===== src/rtl/tick_timer_pkg.sv =====
// Shared constants and types for the countdown timer.
// Assumes a 32-bit register port and an 8-bit vector.
package tick_timer_pkg;
    localparam int DATA_W      = 32;
    localparam int VEC_W       = 8;
    localparam int SEL_W       = 2;
    localparam int DIV_CODE_W  = 3;
    localparam int PRE_W       = 7;  // widest prescale period is 2**PRE_W
    localparam int ENTRY_MASK_BIT = 16;
    localparam int ENTRY_MODE_BIT = 17;

    // data bit position carrying each divide code bit (code bit i -> DIV_POS[i])
    localparam int DIV_POS [DIV_CODE_W] = '{0, 1, 3};

    localparam logic [SEL_W-1:0] SEL_ENTRY = 2'd0;
    localparam logic [SEL_W-1:0] SEL_INIT  = 2'd1;
    localparam logic [SEL_W-1:0] SEL_CURR  = 2'd2;
    localparam logic [SEL_W-1:0] SEL_DIV   = 2'd3;

    localparam logic [DIV_CODE_W-1:0] DIV_BY_ONE = 3'd7;

    typedef struct packed {
        logic             periodic;
        logic             mask;
        logic [VEC_W-1:0] vector;
    } entry_t;

    localparam entry_t ENTRY_RESET = '{periodic: 1'b0, mask: 1'b1, vector: '0};
endpackage


===== src/rtl/tick_timer_regs.sv =====
// Register file of the countdown timer: timer entry, start count and divide code.
// Produces a load pulse on start-count writes and a combinational read mux.
// Assumes single-cycle write strobes; the live count is supplied from outside.
module tick_timer_regs
    import tick_timer_pkg::*;
#(
    parameter int CNT_W = 32
) (
    input  logic                  clk,
    input  logic                  rst_n,
    input  logic                  wr_en,
    input  logic [SEL_W-1:0]      reg_sel,
    input  logic [DATA_W-1:0]     wr_data,
    input  logic [CNT_W-1:0]      cur_count,
    output entry_t                entry_q,
    output logic [CNT_W-1:0]      init_q,
    output logic [DIV_CODE_W-1:0] div_code_q,
    output logic                  load_pulse,
    output logic [DATA_W-1:0]     rd_data
);
    logic [DIV_CODE_W-1:0] div_code_next;

    // Write decode for the start count
    always_comb load_pulse = wr_en && (reg_sel == SEL_INIT);

    // Gather the scattered divide code bits from the write data
    always_comb begin
        for (int i = 0; i < DIV_CODE_W; i++) begin
            div_code_next[i] = wr_data[DIV_POS[i]];
        end
    end

    // Register updates; the live-count select has no storage here
    always_ff @(posedge clk) begin
        if (!rst_n) begin
            entry_q    <= ENTRY_RESET;
            init_q     <= '0;
            div_code_q <= '0;
        end else if (wr_en) begin
            unique case (reg_sel)
                SEL_ENTRY: begin
                    entry_q.periodic <= wr_data[ENTRY_MODE_BIT];
                    entry_q.mask     <= wr_data[ENTRY_MASK_BIT];
                    entry_q.vector   <= wr_data[VEC_W-1:0];
                end
                SEL_INIT: init_q     <= wr_data[CNT_W-1:0];
                SEL_DIV:  div_code_q <= div_code_next;
                default:  ;
            endcase
        end
    end

    // Read mux for the selected register
    always_comb begin
        rd_data = '0;
        unique case (reg_sel)
            SEL_ENTRY: begin
                rd_data[ENTRY_MODE_BIT] = entry_q.periodic;
                rd_data[ENTRY_MASK_BIT] = entry_q.mask;
                rd_data[VEC_W-1:0]      = entry_q.vector;
            end
            SEL_INIT: rd_data = DATA_W'(init_q);
            SEL_CURR: rd_data = DATA_W'(cur_count);
            default: begin
                for (int i = 0; i < DIV_CODE_W; i++) begin
                    rd_data[DIV_POS[i]] = div_code_q[i];
                end
            end
        endcase
    end
endmodule


===== src/rtl/tick_timer_prescaler.sv =====
// Power-of-two prescaler: emits a tick once per 2**(code+1) cycles, or on
// every cycle for the divide-by-one code. Restart clears the phase to zero.
// Assumes a code change mid-run may shorten the current period once.
module tick_timer_prescaler
    import tick_timer_pkg::*;
(
    input  logic                  clk,
    input  logic                  rst_n,
    input  logic                  restart,
    input  logic [DIV_CODE_W-1:0] div_code,
    output logic                  tick
);
    logic [PRE_W:0]   period;
    logic [PRE_W-1:0] limit;
    logic [PRE_W-1:0] phase_q;

    // Terminal phase value for the selected divide code
    always_comb begin
        period = (PRE_W+1)'(1) << (div_code + 3'd1);
        limit  = (div_code == DIV_BY_ONE) ? '0 : PRE_W'(period - 1'b1);
    end

    // A tick fires at (or past) the terminal phase
    always_comb tick = (phase_q >= limit);

    // Phase counter with restart on start-count writes
    always_ff @(posedge clk) begin
        if (!rst_n || restart || tick) begin
            phase_q <= '0;
        end else begin
            phase_q <= phase_q + 1'b1;
        end
    end
endmodule


===== src/rtl/tick_timer_counter.sv =====
// Live countdown register and expiry strobe generator.
// Assumes load has priority over ticking; periodic reload uses the start count.
module tick_timer_counter
    import tick_timer_pkg::*;
#(
    parameter int CNT_W = 32
) (
    input  logic             clk,
    input  logic             rst_n,
    input  logic             load,
    input  logic [CNT_W-1:0] load_val,
    input  logic [CNT_W-1:0] init_val,
    input  logic             tick,
    input  entry_t           entry,
    output logic [CNT_W-1:0] cur_q,
    output logic             irq_valid,
    output logic [VEC_W-1:0] irq_vector
);
    logic expire;

    // Expiry: the last unit of count consumed by a tick, unless reloaded now
    always_comb expire = tick && (cur_q == CNT_W'(1)) && !load;

    // Countdown with load, periodic reload and stop at zero
    always_ff @(posedge clk) begin
        if (!rst_n) begin
            cur_q <= '0;
        end else if (load) begin
            cur_q <= load_val;
        end else if (tick && (cur_q != '0)) begin
            if (cur_q == CNT_W'(1)) begin
                cur_q <= entry.periodic ? init_val : '0;
            end else begin
                cur_q <= cur_q - 1'b1;
            end
        end
    end

    // Registered request strobe with the vector captured at expiry
    always_ff @(posedge clk) begin
        if (!rst_n) begin
            irq_valid  <= 1'b0;
            irq_vector <= '0;
        end else begin
            irq_valid <= expire && !entry.mask;
            if (expire) begin
                irq_vector <= entry.vector;
            end
        end
    end
endmodule


===== src/rtl/tick_countdown_timer.sv =====
// Top of the countdown timer: register file, prescaler and countdown core.
// Assumes a single bus clock domain and synchronous active-low reset.
module tick_countdown_timer
    import tick_timer_pkg::*;
#(
    parameter int CNT_W = 32
) (
    input  logic              clk,
    input  logic              rst_n,
    input  logic              wr_en,
    input  logic [SEL_W-1:0]  reg_sel,
    input  logic [DATA_W-1:0] wr_data,
    output logic [DATA_W-1:0] rd_data,
    output logic              irq_valid,
    output logic [VEC_W-1:0]  irq_vector
);
    entry_t                entry;
    logic [CNT_W-1:0]      init_count;
    logic [CNT_W-1:0]      cur_count;
    logic [DIV_CODE_W-1:0] div_code;
    logic                  load_pulse;
    logic                  tick;
    logic                  entry_mask;
    logic                  entry_periodic;

    // Flattened entry fields for observation
    always_comb begin
        entry_mask     = entry.mask;
        entry_periodic = entry.periodic;
    end

    tick_timer_regs #(.CNT_W(CNT_W)) u_regs (
        .clk        (clk),
        .rst_n      (rst_n),
        .wr_en      (wr_en),
        .reg_sel    (reg_sel),
        .wr_data    (wr_data),
        .cur_count  (cur_count),
        .entry_q    (entry),
        .init_q     (init_count),
        .div_code_q (div_code),
        .load_pulse (load_pulse),
        .rd_data    (rd_data)
    );

    tick_timer_prescaler u_prescaler (
        .clk      (clk),
        .rst_n    (rst_n),
        .restart  (load_pulse),
        .div_code (div_code),
        .tick     (tick)
    );

    tick_timer_counter #(.CNT_W(CNT_W)) u_counter (
        .clk        (clk),
        .rst_n      (rst_n),
        .load       (load_pulse),
        .load_val   (wr_data[CNT_W-1:0]),
        .init_val   (init_count),
        .tick       (tick),
        .entry      (entry),
        .cur_q      (cur_count),
        .irq_valid  (irq_valid),
        .irq_vector (irq_vector)
    );
endmodule


===== config.mk =====
export PLATFORM = sky130hd
export DESIGN_NAME = tick_countdown_timer
export DESIGN_NICKNAME = d
export VERILOG_FILES = /design/src/rtl/tick_timer_pkg.sv /design/src/rtl/tick_timer_regs.sv /design/src/rtl/tick_timer_prescaler.sv /design/src/rtl/tick_timer_counter.sv /design/src/rtl/tick_countdown_timer.sv
export SDC_FILE = /design/constraint.sdc
export NUM_CORES = 1
export LEC_CHECK = 0
export BUFFER_PORTS_ARGS = -buffer_cell sky130_fd_sc_hd__buf_2
export CAP_MARGIN = 30
export CELL_PAD_IN_SITES_DETAIL_PLACEMENT = 1
export CELL_PAD_IN_SITES_GLOBAL_PLACEMENT = 1
export CORE_MARGIN = 3
export CORE_UTILIZATION = 45
export DETAILED_ROUTE_END_ITERATION = 10
export PLACE_DENSITY = 0.88
export SYNTH_ARGS = -nofsm -noshare
export SYNTH_HDL_FRONTEND = slang
export SYNTH_HIERARCHICAL = 1
export SYNTH_SLANG_ARGS = --single-unit

===== constraint.sdc =====
create_clock -name clk -period 4.9 [get_ports clk]
set_input_delay 0 -clock clk [delete_from_list [all_inputs] [get_ports clk]]
set_output_delay 0 -clock clk [all_outputs]
set_load 0.02 [all_outputs]

==> metrics.md <==
| Metric | Value |
|---|---|
| Status | completed |
| Synth Flop Type | dfxtp_1 |
| I/O Buffers | 77 |
| Yosys warns | 6 |
| GRT overflow | 0 |
| Post-synthesis sequential area ratio | 29.0% |
| Via density | 6.42 |
| Worst relative slew slack | 33.1% |
| Setup bufs post-CTS | 0 |
| WP data required | 5190 ps |
| CP max-delay cell | dfxtp_1 |
| Number of CTS-inserted buffers | 9 |
| Final instance area | 7490 sq um |
| Cells on worst reg2reg path | 16 |
| Critical path, cell by cell | and2_1 -> ha_1 -> or3_1 -> ha_1 -> o21ai_0 -> nand2_1 -> a21o_1 -> ha_1 -> nand4_1 -> o21ai_2 -> buf_4 -> o31a_1 -> buf_4 -> nor2_1 -> a31oi_1 -> a32o_1 |
| Fin. Hold Viols | 0 |
| Reg-to-Reg Start | u_regs/div_code_q[0]$_SDFFE_PN0P_ |
| Vias in the first global route | 6742 |
| Top-Level Pins | 78 |
| Clock Skews | 6.83 ps |
| MaxCap Viol Count | 0 |
| Antenna Diode Count | 0 |
| Initial antenna violation count | 0 |
| Mapped cell area | 6420 sq um |
| Critical path arrival | 4900 ps |
| Hpwl dp | 15200 microns |
| RSZ-0062 raised after global routing | no |
| Clock Pin Slew Worst Setup and Hold Paths | 70 ps |
| Root buffer cell | clkbuf_16 |
| Crit-path leading delay family | compound AO/OA/AOI/OAI gates |
| Post-synth top area cell | dfxtp_1 |
| Post-DRT Antenna Nets | 0 |
| Num rows | 43 |
| Pwr dens | 421 nW/um^2 |
| Share of layout cells above drive strength 1 | 25.5% |
| Post-synthesis async set-or-reset flop share | 0% |
| Yosys top cell area share | 29.0% |
| Reg2reg end | u_counter/cur_q[5]$_SDFFE_PN0P_ |
| Average size of a mapped cell | 8.45 sq um |
| Initial core utilization | 46.1% |
| Core Area | 13900 sq um |
| # nets final | 893 |
| Number of synthesized flops with an enable pin | 0 |
| Fmax achieved | 0.217 GHz |
| Worst Tran Pin Value | 998 ps |
| P&R area growth vs syn | 16.6% |
| Hold Slack | 143 ps |
| Max Slew Vio Count | 0 |
| Die area | 15700 sq um |
| Final setup fails | 0 |
| Die X | 125 microns |
| Synth Register Bits | 93 |
| Final worst path period share | 94.0% |
| Worst setup SP type | register |
| H-tree depth | 3 |
| CTS Sinks | 93 |
| Reg2reg setup slack | 290 ps |
| Critical Path Most Common Cell | ha_1 |
| Count of unique library cells instantiated by Yosys | 78 |
| Total number of vias | 6572 |
| Pin count of the biggest net entering global routing | 97 |
| Dominant cells by area after synthesis | dfxtp_1 (29%), a21oi_2 (5.2%), nand3_2 (4.5%) |
| Peak supply drop | 0.219 mV |
| Hold Startpoint | rst_n |
| Tmin final | 4610 ps |
| Crit path largest cell delay | 500 ps |
| Gp weighted congestion | 0.950 |
| DRT iter0 DRCs | 791 |
| Pwr Total | 3.15 mW |
| WS Path Type | register to register |
| Total detailed-routing wirelength | 23300 microns |
| Hold Crit Depth | 3 |
| Crit Path Max Fanout | 12 |
| CTS tree | done |
| Placed cell areas | 6760 sq um |
| Avg WL per Cell | 22.8 microns |
| Die Y | 125 microns |
| Hold endpoint | u_counter/cur_q[20]$_SDFFE_PN0P_ |
| Total GRT Usage | 28.5% |
| First-pass DRT Iterations | 7 |
| DR DRC count | 0 |
| Post-Syn Nets | 814 |
| Clock Path Buffers | 2 |
| CP endpoint kind | register |
| Hold WC Path Type | input pin to register |
| Leakage | 2.72 nW |
| CP Launch Point | u_regs/div_code_q[0]$_SDFFE_PN0P_ |
| Clk_lat worst skew | 350 ps |
| First-pass GRT wire length | 36700 microns |
| Crit path buf inv count | 2 |
| Cells after Synth | 760 |
| Setup TNS | 0 ps |
## timing repair
action / CTS / global route
hold buffers: 33 / 0
gates resized for setup: 0 / 2
hold endpoints to repair: 63 / 0
setup endpoints to repair: 0 / 21
## tightest hold or removal path: stages
cell and delay (ps):
buf_2 250, o21ai_0 140, a21oi_1 40
## cells in the final DEF (no fill, tap or decap), types with 14 or more instances in the layout
| cell type | count |
|---|---|
| buf_2 | 76 |
| nor2b_1 | 26 |
| nand2_1 | 52 |
| a21bo_1 | 27 |
| nand3_2 | 29 |
| o21ai_0 | 34 |
| nand3_1 | 38 |
| nor3_1 | 21 |
| ha_1 | 16 |
| a21oi_2 | 38 |
| a22oi_1 | 24 |
| a21bo_2 | 17 |
| inv_1 | 14 |
| a21oi_1 | 50 |
| nor2_1 | 35 |
| dlygate4sd3_1 | 33 |
| dfxtp_1 | 93 |
## worst max-delay path by stage
| stage | endpoint | depth (start not counted) | slack [ps] |
|---|---|---|---|
| after floorplan | u_counter/cur_q[29]$_SDFFE_PN0P_ | 14 | 1140 |
| after global placement | u_counter/irq_vector[3]$_SDFFE_PN0N_ | 14 | 800 |
| after detailed placement | u_counter/irq_vector[5]$_SDFFE_PN0N_ | 14 | 410 |
| after CTS | u_counter/irq_vector[6]$_SDFFE_PN0N_ | 14 | 290 |
| after global routing | u_counter/cur_q[5]$_SDFFE_PN0P_ | 16 | 30 |
| final | u_counter/cur_q[5]$_SDFFE_PN0P_ | 16 | 290 |
## per-layer routing
layer  GRT usage, %  up-vias  wire [microns]
met5              0        -               0
met4           12.1        0             971
met3           3.97       72            1510
met2           48.3      293           11200
met1           36.1     3230            9620
li1               -     2977               -
## metrics by stage
| step | util (%) | cells | setup slack [ps] |
|---|---|---|---|
| after floorplan | - | 760 | 1140 |
| after global placement | 48.4 | 970 | 803 |
| after detailed placement | 48.5 | 972 | 415 |
| after CTS | 53.2 | 1020 | 293 |
| after global routing | 53.7 | 1023 | 33.6 |
| final | 53.7 | 1023 | 292 |
## cells by family after synthesis
family | count (synthesis) | synth area share, %
AO/OA/AOI/OAI | 272 | 31.4
XOR/XNOR | 23 | 3.14
adder cells (fa/ha/maj) | 17 | 3.31
buffers and inverters | 70 | 6.55
flip-flops | 93 | 29.0
multiplexers | 3 | 0.468
AND/OR/NAND/NOR | 282 | 26.1
## Yosys cell counts, drive strengths merged, types with 2 or more instances
cell type	number
o22ai	2
a311oi	2
clkbuf	16
or3	6
nor2	36
nand4	5
nor4b	3
ha	17
o21ai	48
a22o	2
nor4	13
buf	39
xor2	12
or4	4
mux2i	3
nand3	67
dfxtp	93
xnor2	11
o221ai	3
a21bo	44
a211oi	3
o31ai	5
nor2b	27
nor3b	4
o211ai	3
or2	2
inv	15
and4	2
and3	6
a21o	6
a32oi	4
a41oi	2
o32ai	2
nand2	60
and2	7
a22oi	24
a31oi	13
a21oi	88
nand2b	11
nor3	23
a222oi	10
nand4b	2
## cell type report
cell class                      count  area [sq um]
Fill cell                        1672          6440
Timing Repair Buffer              123           862
Clock inverter                      3          68.8
Clock buffer                       12           256
Tap cell                          180           225
Multi-Input combinational cell    597          4160
Sequential cell                    93          1860
Inverter                           15          56.3
## registers in the layout, summed over array words and instances (netlist names)
register	cells
u_prescaler/phase_q	7
u_regs/entry_q	10
u_regs/div_code_q	3
u_counter/cur_q	32
u_regs/init_q	32
u_counter/irq_valid	1
u_counter/irq_vector	8
## power breakdown
group          switching (mW)  internal, mW
sequential              0.181         0.849
clock                   0.314         0.474
combinational           0.850         0.487
(Power assumes the default switching activity.)
